[src/rtl/cipher_seq_pkg.sv]
package cipher_seq_pkg;

    typedef enum logic [1:0] {
        PH_LOAD   = 2'd0,
        PH_INIT_A = 2'd1,
        PH_INIT_B = 2'd2,
        PH_RUN    = 2'd3
    } phase_e;

    typedef enum logic [1:0] {
        SEL_LOAD = 2'b00,
        SEL_INIT = 2'b01,
        SEL_RUN  = 2'b10
    } sel_e;

    typedef struct packed {
        logic load;
        logic init;
        logic run;
    } status_t;

    function automatic sel_e phase_to_sel(phase_e ph);
        case (ph)
            PH_LOAD:              return SEL_LOAD;
            PH_INIT_A, PH_INIT_B: return SEL_INIT;
            default:              return SEL_RUN;
        endcase
    endfunction

    function automatic status_t phase_to_status(phase_e ph);
        status_t s;
        s.load = (ph == PH_LOAD);
        s.init = (ph == PH_INIT_A) || (ph == PH_INIT_B);
        s.run  = (ph == PH_RUN);
        return s;
    endfunction

endpackage

[src/rtl/cipher_ring_ctr.sv]
module cipher_ring_ctr #(
    parameter int LEN = 11
) (
    input  logic           clk,
    input  logic           rst_n,
    input  logic           advance,
    output logic [LEN-1:0] ring,
    output logic           wrap
);
    localparam logic [LEN-1:0] HOME = {{(LEN-1){1'b0}}, 1'b1};

    logic [LEN-1:0] ring_q;

    always_ff @(posedge clk) begin
        if (!rst_n)
            ring_q <= HOME;
        else if (advance)
            ring_q <= {ring_q[LEN-2:0], ring_q[LEN-1]};
    end

    assign ring = ring_q;
    assign wrap = advance & ring_q[LEN-1];
endmodule

[src/rtl/cipher_phase_ctr.sv]
module cipher_phase_ctr
    import cipher_seq_pkg::*;
(
    input  logic   clk,
    input  logic   rst_n,
    input  logic   step,
    output phase_e phase,
    output logic   first_run
);
    phase_e phase_q;
    logic   first_q;

    always_ff @(posedge clk) begin
        if (!rst_n) begin
            phase_q <= PH_LOAD;
            first_q <= 1'b0;
        end else begin
            first_q <= step && (phase_q == PH_INIT_B);
            if (step && phase_q != PH_RUN)
                phase_q <= phase_e'(phase_q + 2'd1);
        end
    end

    assign phase     = phase_q;
    assign first_run = first_q;
endmodule

[src/rtl/cipher_phase_seq.sv]
module cipher_phase_seq
    import cipher_seq_pkg::*;
#(
    parameter int RING_LEN = 11
) (
    input  logic       clk,
    input  logic       rst_n,
    output logic [1:0] sel,
    output logic       in_load,
    output logic       in_init,
    output logic       in_run,
    output logic       run_start
);
    logic                go_q;
    logic                advance;
    logic                wrap;
    logic [RING_LEN-1:0] ring_q;
    phase_e              phase_q;
    status_t             stat;

    always_ff @(posedge clk) begin
        if (!rst_n) go_q <= 1'b0;
        else        go_q <= 1'b1;
    end

    assign advance = go_q && (phase_q != PH_RUN);

    cipher_ring_ctr #(.LEN(RING_LEN)) u_ring (
        .clk     (clk),
        .rst_n   (rst_n),
        .advance (advance),
        .ring    (ring_q),
        .wrap    (wrap)
    );

    cipher_phase_ctr u_phase (
        .clk       (clk),
        .rst_n     (rst_n),
        .step      (wrap),
        .phase     (phase_q),
        .first_run (run_start)
    );

    always_comb begin
        stat    = phase_to_status(phase_q);
        sel     = phase_to_sel(phase_q);
        in_load = stat.load;
        in_init = stat.init;
        in_run  = stat.run;
    end
endmodule

[config.mk]
export PLATFORM = sky130hd
export DESIGN_NAME = cipher_phase_seq
export DESIGN_NICKNAME = d
export VERILOG_FILES = /design/src/rtl/cipher_seq_pkg.sv /design/src/rtl/cipher_ring_ctr.sv /design/src/rtl/cipher_phase_ctr.sv /design/src/rtl/cipher_phase_seq.sv
export SDC_FILE = /design/constraint.sdc
export NUM_CORES = 1
export LEC_CHECK = 0
export ABC_CLOCK_PERIOD_IN_PS = 1300
export BUFFER_PORTS_ARGS = -buffer_cell sky130_fd_sc_hd__buf_2
export CAP_MARGIN = 20
export CORE_UTILIZATION = 40
export CTS_CLUSTER_SIZE = 28
export DETAILED_ROUTE_END_ITERATION = 6
export RECOVER_POWER = 25
export SYNTH_ARGS = -nofsm -noshare
export SYNTH_HDL_FRONTEND = slang
export SYNTH_SLANG_ARGS = --single-unit
[constraint.sdc]
create_clock -name clk -period 1.3 [get_ports clk]
set_clock_uncertainty 0.1 [all_clocks]
set_input_delay 0 -clock clk [delete_from_list [all_inputs] [get_ports clk]]
set_output_delay 0 -clock clk [all_outputs]
set_load 0.01 [all_outputs]
After elaboration in Yosys (flattened, before gate mapping)
Index checks and enable logic that the tools add are counted.
- register bits: 15
- input bits: 2
- output and inout bits: 6
- word-level logic and storage cells: 18
- $add $sub $neg: 1
- equal/unequal tests: 4
- multiplexer cells: 2
- bitwise logic cells: 1
- reductions and logical operators: 6
- operator list (operator ; number):
    $eq 2x2->1 const B ; 2
    $pmux 2 s2 ; 1
    $logic_and 1x1->1 ; 3
    $add 2x1->2 const B ; 1
    $eq 2x1->1 const B ; 1
    $logic_not 2->1 ; 1
    $ne 2x2->1 const B ; 1
    $reduce_or 2->1 ; 1
    $and 1x1->1 ; 1
    $logic_or 1x1->1 ; 1
    $mux 1 ; 1

Depth between registers and ports, before layout
Gate-level depths: netlist (run 1).
- word-level depth: 4
- gate-level depth with buffers: 5
- gate-level depth less buffers: 4

Modules after synthesis
A second synthesis (run 1) with hierarchy kept.
- cell total of the unflattened synthesis: 57
- area, all modules: 646.9 µm²
- modules (own cells, without submodules) (module ; times used ; cells an instance ; area each (µm²) ; seq. area each (µm²)):
    cipher_ring_ctr ; 1 ; 36 ; 419.2 ; 220.2
    cipher_phase_ctr ; 1 ; 13 ; 146.4 ; 60.1
    cipher_phase_seq ; 1 ; 8 ; 81.3 ; 20.0

Worst setup path after synthesis (run 1)
No wires, ideal clock.
- path kind: register to register
- start point: reg u_phase.phase_q[0], in the netlist u_phase.phase[0]
- end point: reg u_phase.phase_q[0], in the netlist u_phase.phase[0]
- library setup time: 0.115 ns
- arrival time: 1.106 ns
- required time: 1.085 ns
- path slack: -0.021 ns
- stages on the path, launching flop included: 5
- buffers on the path: 0
- clock period less this slack: 1.321 ns
- cells stage by stage: dfxtp_1 > ha_1 > nand3b_1 > xnor2_1 > and2_1
- cells in the longest elaborated chain, start to end: 4
- elaborated cells between the ends (all ways): 5
- classes of those cells: add/sub (1); eq/ne (1); bitwise (1); reduce/logical (2)
- RTL lines (element ; RTL line ; text):
    start: declaration ; cipher_phase_ctr.sv:10 ; phase_e phase_q;
    start signal: assignment ; cipher_phase_ctr.sv:20 ; phase_q <= phase_e'(phase_q + 2'd1);
    $ne 2x2->1 ; cipher_phase_ctr.sv:19, cipher_phase_seq.sv:26 ;
    $logic_and 1x1->1 ; cipher_phase_seq.sv:26 ; assign advance = go_q && (phase_q != PH_RUN);
    $and 1x1->1 ; cipher_ring_ctr.sv:22 ; assign wrap = advance & ring_q[LEN-1];
    $logic_and 1x1->1 ; cipher_phase_ctr.sv:19 ; if (step && phase_q != PH_RUN)
Several ways; a longest one is shown, not always the timed one.
A chain may end at the register's enable or synchronous reset.

Final worst setup path (run 1)
Same ends and word-level chain as after synthesis.

==> results.cfg, run 1 <==
[layout]
fill_cells = 138
drive_above_1_share_pct = 26.3
final_core_util_pct = 53.7
nets = 86
antenna_cells = 0
syn_to_final_growth_pct = 21.2

[worst_setup_path]
crit_family = simple AND/OR/NAND/NOR gates
reg2reg_from = u_phase.phase[0]
cp_slowest_cell = dfxtp_2
setup.worst_path.class = reg2reg
start_kind = flop
ff2ff_path_depth = 4
endpoint_kind = flop
cp_cell_sequence = ha_2 -> nand3b_1 -> xnor2_1 -> and2_1
cp_data_arrival_time_ps = 1340
cp_num_buf_inv = 0
rr_endpoint = u_phase.phase[0]
max_stage_delay_ps = 330
rrSetupSlack_ps = 30
path_max_fanout = 5
required_ps = 1370

[synth]
ys_seq_elements = 15
synth_warnings = 0
synthMuxAreaShare_pct = 0
synth_area_leaders = dfxtp_1 51%, nand2_1 15%, a21boi_1 13%
yosys.area.top_type = dfxtp_1
synth_commonest_cells = 23 x nand2_1, 15 x dfxtp_1, 10 x a21boi_1
synthesis.area_um2 = 591
synth-xor-area-share_pct = 1.48
synthCells = 67
ys_types = 15
synth_most_common_cell = nand2_1
yosysTopAreaCellShare_pct = 50.8
synth.net_count = 72
synth_ff_type = dfxtp_1
synth_compound_area_share_pct = 13.6
synth_top_family_by_area = simple AND/OR/NAND/NOR gates
async_flop_share_pct = 0
synth_seq_area_share_pct = 50.8
synth.avg_cell_area_um2 = 8.81
synthAdderAreaFrac_pct = 6.36
synth_simple_gate_area_share_pct = 21.4
synth_edf_count = 0

[floorplanning]
start_util_pct = 44.3
coreArea_um2 = 1330
dieArea_um2 = 1630
num_rows = 13
chipHeight_um = 40.4
die_w_um = 40.4
ios = 8

[sta]
fmax_mhz = 787
slew_violations = 0
worst_pin_slew_ps = 233
fin_ws_ps = 29.6
rsz0062_at_grt = true
period_minus_slack_ps = 1270
period_share_pct = 97.7
setup_viol = 0
timing.slew.headroom_pct = 84.5
finalHoldViolations = 0

[drt]
wire_per_inst_um = 9.93
drc = 0
drt_iter0_markers = 12
top_layer = met4
wl_met2_um = 409
via_per_inst = 4.62
ant_nets = 0
wl_met3_um = 46
drt-met1-wl_um = 456
finalWirelength_um = 943
vias = 439
firstDrtPassIters = 4

[grt]
grt_pass1_wl_um = 1390
antenna_found_initial = 0
grt_pass1_vias = 312
grt_max_degree = 17
globalRouteTotalUtil_pct = 14.8
grt_remaining_overflow = 0

[pwr]
p_leak_nw = 0.283
vdd_drop_max_v = 0.000808
swShare_pct = 21.0
p_clk_share_pct = 33.4
p_seq_share_pct = 61.5
p_sw_w = 0.000160
comb_power_share_pct = 5.1
power_density_nw_per_um2 = 1070
p_int_w = 0.000605

[hold_path]
min_to = u_ring.ring[5]
hold_depth = 2
hp-class = reg2reg
min_from = u_ring.ring[4]

[run]
drv_cap = 0

[placed_design]
hpwl_um = 641
gp_congestion = 0.611
io_buffers = 7
post-place-ws_ps = 47.3

[clocking]
clock_path_buffers = 2
root_buffer = clkbuf_4
cts_tree = done
post_cts_buffers = 0
cts_buffers = 3
clk_pin_slew_ps = 80
clock_sinks = 15
clk_latency_ps = 280
h-tree-depth = 1

[run_status]
status = complete, no violations
-- placed cells by master (no fill, tap or decap) --
cell	Yosys	final
clkbuf_4	0	3
buf_4	2	5
buf_2	3	6
ha_4	0	1
nand2b_1	1	1
ha_2	0	1
inv_2	0	2
and2_1	1	1
dlygate4sd3_1	0	1
clkbuf_1	0	2
nand3_1	2	2
dfxtp_2	0	2
ha_1	3	1
nand2_1	23	23
nor2b_1	1	1
nand3b_1	1	1
xnor2_1	1	1
o21ai_0	1	1
dfxtp_1	15	13
buf_6	0	1
a21boi_1	10	10
nor2_1	1	1
-- cell type report --
| cell class | instances | area [µm²] | share of cell area, % |
|---|---|---|---|
| Timing Repair Buffer | 14 | 92.6 | 12.9 |
| Tap cell | 15 | 18.8 | 2.62 |
| Multi-Input combinational cell | 45 | 268 | 37.4 |
| Inverter | 2 | 7.51 | 1.05 |
| Clock buffer | 4 | 26.3 | 3.67 |
| Sequential cell | 15 | 303 | 42.3 |
-- timing repair --
action / CTS / global route
hold buffers: 1 / 0
setup endpoints to repair: 2 / 4
pin swaps: 1 / 0
endpoints found under the hold margin: 15 / 0
gates resized for setup: 3 / 3
-- power by group through the flow --
stage                     Clock (W)  Sequential, W  Combinational [W]
after floorplan                   0       0.000482          0.0000240
after global placement            0       0.000482          0.0000361
after detailed placement          0       0.000482          0.0000359
after CTS                  0.000273       0.000471          0.0000383
after global routing       0.000293       0.000473          0.0000438
final                      0.000256       0.000471          0.0000387
-- cells by family after synthesis --
logic type / Yosys count
buffers and inverters: 7
DFF: 15
AOI/OAI and AO/OA: 11
adders and majority gates: 3
and+or+nand+nor: 30
xor gates and xnor gates: 1
-- worst reg2reg max path, stage by stage, from the launching register on --
cell      delay (ps)
dfxtp_2          330
ha_2             200
nand3b_1         230
xnor2_1          160
and2_1           150
-- registers in the layout, summed over array words and instances, names as in the netlist --
| name | cells |
|---|---|
| u_phase.phase | 2 |
| u_ring.ring | 11 |
| go_q | 1 |
| u_phase.first_run | 1 |
-- how the worst max path moves through the flow --
| stage | startpoint | slack (ps) | endpoint | depth (start not counted) |
|---|---|---|---|---|
| 6_report | u_phase.phase[0] | 30 | u_phase.phase[0] | 4 |
| 4_1_cts | u_phase.phase[0] | 2 | in_init | 4 |
| 5_1_grt | u_phase.phase[0] | -20 | u_phase.phase[0] | 4 |
| 3_3_place_gp | u_phase.phase[0] | 80 | u_phase.phase[0] | 4 |
| 3_5_place_dp | u_phase.phase[0] | 50 | u_phase.phase[0] | 4 |
| 2_1_floorplan | u_phase.phase[0] | 40 | u_phase.phase[0] | 4 |
-- stage by stage --
step	instance area (µm²)	setup TNS, ps	total power, W	cells	hold WS (ps)
finish	716	0	0.000766	95	353
global route	716	-17.9	0.000810	95	371
CTS	713	0	0.000783	95	353
detailed placement	662	0	0.000518	90	174
global placement	662	0	0.000518	90	178
floorplan	593	0	0.000506	67	-72.3
-- layer usage --
layer	GRT usage [%]	vias up
met5	0	-
met4	12.5	0
met3	10.0	4
met2	16.7	5
met1	18.2	196
li1	-	234
Note: power is estimated with default switching activity, not from simulation.
==> run 2: changes to the inputs <==
--- a/config.mk
+++ b/config.mk
@@ -5,7 +5,7 @@
 export SDC_FILE = /design/constraint.sdc
 export NUM_CORES = 1
 export LEC_CHECK = 0
-export ABC_CLOCK_PERIOD_IN_PS = 1300
+export ABC_CLOCK_PERIOD_IN_PS = 1500
 export BUFFER_PORTS_ARGS = -buffer_cell sky130_fd_sc_hd__buf_2
 export CAP_MARGIN = 20
 export CORE_UTILIZATION = 40
==> constraint.sdc (replaced) <==
create_clock -name clk -period 1.5 [get_ports clk]
set_clock_uncertainty 0.1 [all_clocks]
set_input_delay 0 -clock clk [delete_from_list [all_inputs] [get_ports clk]]
set_output_delay 0 -clock clk [all_outputs]
set_load 0.01 [all_outputs]
==> run 2 against run 1 <==
Effect of this change:
- register-to-register slack improved by 80 ps
- clock power decreased by 16%
- setup slack improved by 82 ps
- via count shrank 3.6%
- die area unchanged
- first-iteration DRC count shrank 58%
- global-route usage down 1.1 points
- sequential cell count stayed put
- largest cell class unchanged
- highest routed layer is now met3
==> results.cfg, run 2 (synthesized netlist as in run 1, its figures left out) <==
[floorplanning]
chipHeight_um = 40.4
ios = 8
start_util_pct = 44.3
num_rows = 13
die_w_um = 40.4
coreArea_um2 = 1330
dieArea_um2 = 1630

[worst_setup_path]
endpoint_kind = flop
cp_cell_sequence = ha_1 -> nand3b_1 -> xnor2_1 -> and2_1
cp.depth = 4
crit_family = simple AND/OR/NAND/NOR gates
rr_endpoint = u_phase.phase[0]
ff2ff_path_depth = 4
path_max_fanout = 5
cp_slowest_cell = dfxtp_1
max_stage_delay_ps = 340
rrSetupSlack_ps = 110
reg2reg_from = u_phase.phase[0]
endpoint = u_phase.phase[0]
cp-startpoint = u_phase.phase[0]
cp_num_buf_inv = 0
required_ps = 1570
start_kind = flop
cp_data_arrival_time_ps = 1460
setup.worst_path.class = reg2reg

[placed_design]
gp_congestion = 0.591
hpwl_um = 636
io_buffers = 7
dp_cells = 86

[grt]
globalRouteTotalUtil_pct = 13.7
grt_remaining_overflow = 0
grt_pass1_wl_um = 1450
grt_pass1_vias = 372
grt_max_degree = 17
antenna_found_initial = 0

[pwr]
p_leak_nw = 0.249
finalPower_w = 0.000654
power_density_nw_per_um2 = 989
vdd_drop_max_v = 0.000535

[layout]
final_cell_mix = 23 x nand2_1, 15 x dfxtp_1, 10 x a21boi_1
largest_reg_flops = 11
syn_to_final_growth_pct = 12.1
antenna_cells = 0
final_core_util_pct = 49.6
drive_above_1_share_pct = 10.5
nets = 82
final_common_cell = nand2_1
instances_no_fill = 91

[run]
drv_cap = 0

[drt]
vias = 423
drt_iter0_markers = 5
via_per_inst = 4.65
ant_nets = 0
firstDrtPassIters = 4
drc = 0
wire_per_inst_um = 9.90
finalWirelength_um = 901

[sta]
worst_pin_slew_ps = 570
period_minus_slack_ps = 1390
setup_viol = 0
whs_ps = 351
finalHoldViolations = 0
slew_violations = 0
rsz0062_at_grt = false
timing.slew.headroom_pct = 62.0
fin_setup_tns_ps = 0
period_share_pct = 92.6
fmax_mhz = 720

[run_status]
status = complete, no violations

[clocking]
clock_sinks = 15
root_buffer = clkbuf_4
clk_latency_ps = 270
cts_tree = done
h-tree-depth = 1
cts_buffers = 3
clock_path_buffers = 2
post_cts_buffers = 0
clk_pin_slew_ps = 80

[hold_path]
hp-class = reg2reg
## run 2: cell types whose count changed in the layout (fill, tap and decap cells not counted), moves of 2 or more
cell / delta
buf_2: -4
buf_4: -3
clkbuf_1: +4
dfxtp_1: +2
dfxtp_2: -2
ha_1: +2
inv_1: +2
inv_2: -2
## run 2: power breakdown
part / switching (W) / internal [W]
Sequential: 0.00000392 / 0.000405
Combinational: 0.0000169 / 0.0000138
Clock: 0.000112 / 0.000103
## run 2: how the worst min path moves through the flow
stage                   startpoint              to  slack [ps]  cells past startpoint
floorplan                    rst_n            go_q         -70                      0
global route        u_ring.ring[4]  u_ring.ring[5]         370                      2
CTS                 u_ring.ring[2]  u_ring.ring[3]         360                      2
global placement             rst_n            go_q         180                      1
finish              u_ring.ring[2]  u_ring.ring[3]         350                      2
detailed placement           rst_n            go_q         180                      1
## run 2: tightest hold or removal path: cells and delay by family (launching register included)
family / cells / cell delay, ps
simple gates: 1 / 50
flops: 1 / 310
compound gates: 1 / 50
## run 2: timing repair
item | CTS | global route
hold buffers | 1 | 0
resized for setup | 0 | 1
setup endpoints to repair | 0 | 7
endpoints found under the hold margin | 5 | 0
## run 2: layer usage
metal | wire length, µm | GRT usage [%] | vias up
li1 | - | - | 229
met1 | 450 | 16.3 | 188
met2 | 419 | 21.0 | 6
met3 | 31 | 6.67 | 0
met4 | 0 | 5.00 | 0
met5 | 0 | 0 | -
## run 2: per-stage QoR
| step | worst slack, ps | cell area [µm²] |
|---|---|---|
| CTS | 92.4 | 666 |
| floorplan | 179 | 591 |
| finish | 111 | 662 |
| global route | 14.8 | 662 |
| detailed placement | 121 | 629 |
| global placement | 145 | 629 |
## run 2: layout make-up
type,instances,area [µm²]
fillers,141,672
repair buffers,10,53.8
clock buffers,4,26.3
flip-flops and latches,15,300
well taps,15,18.8
multi-input cells,45,255
inverters,2,7.51
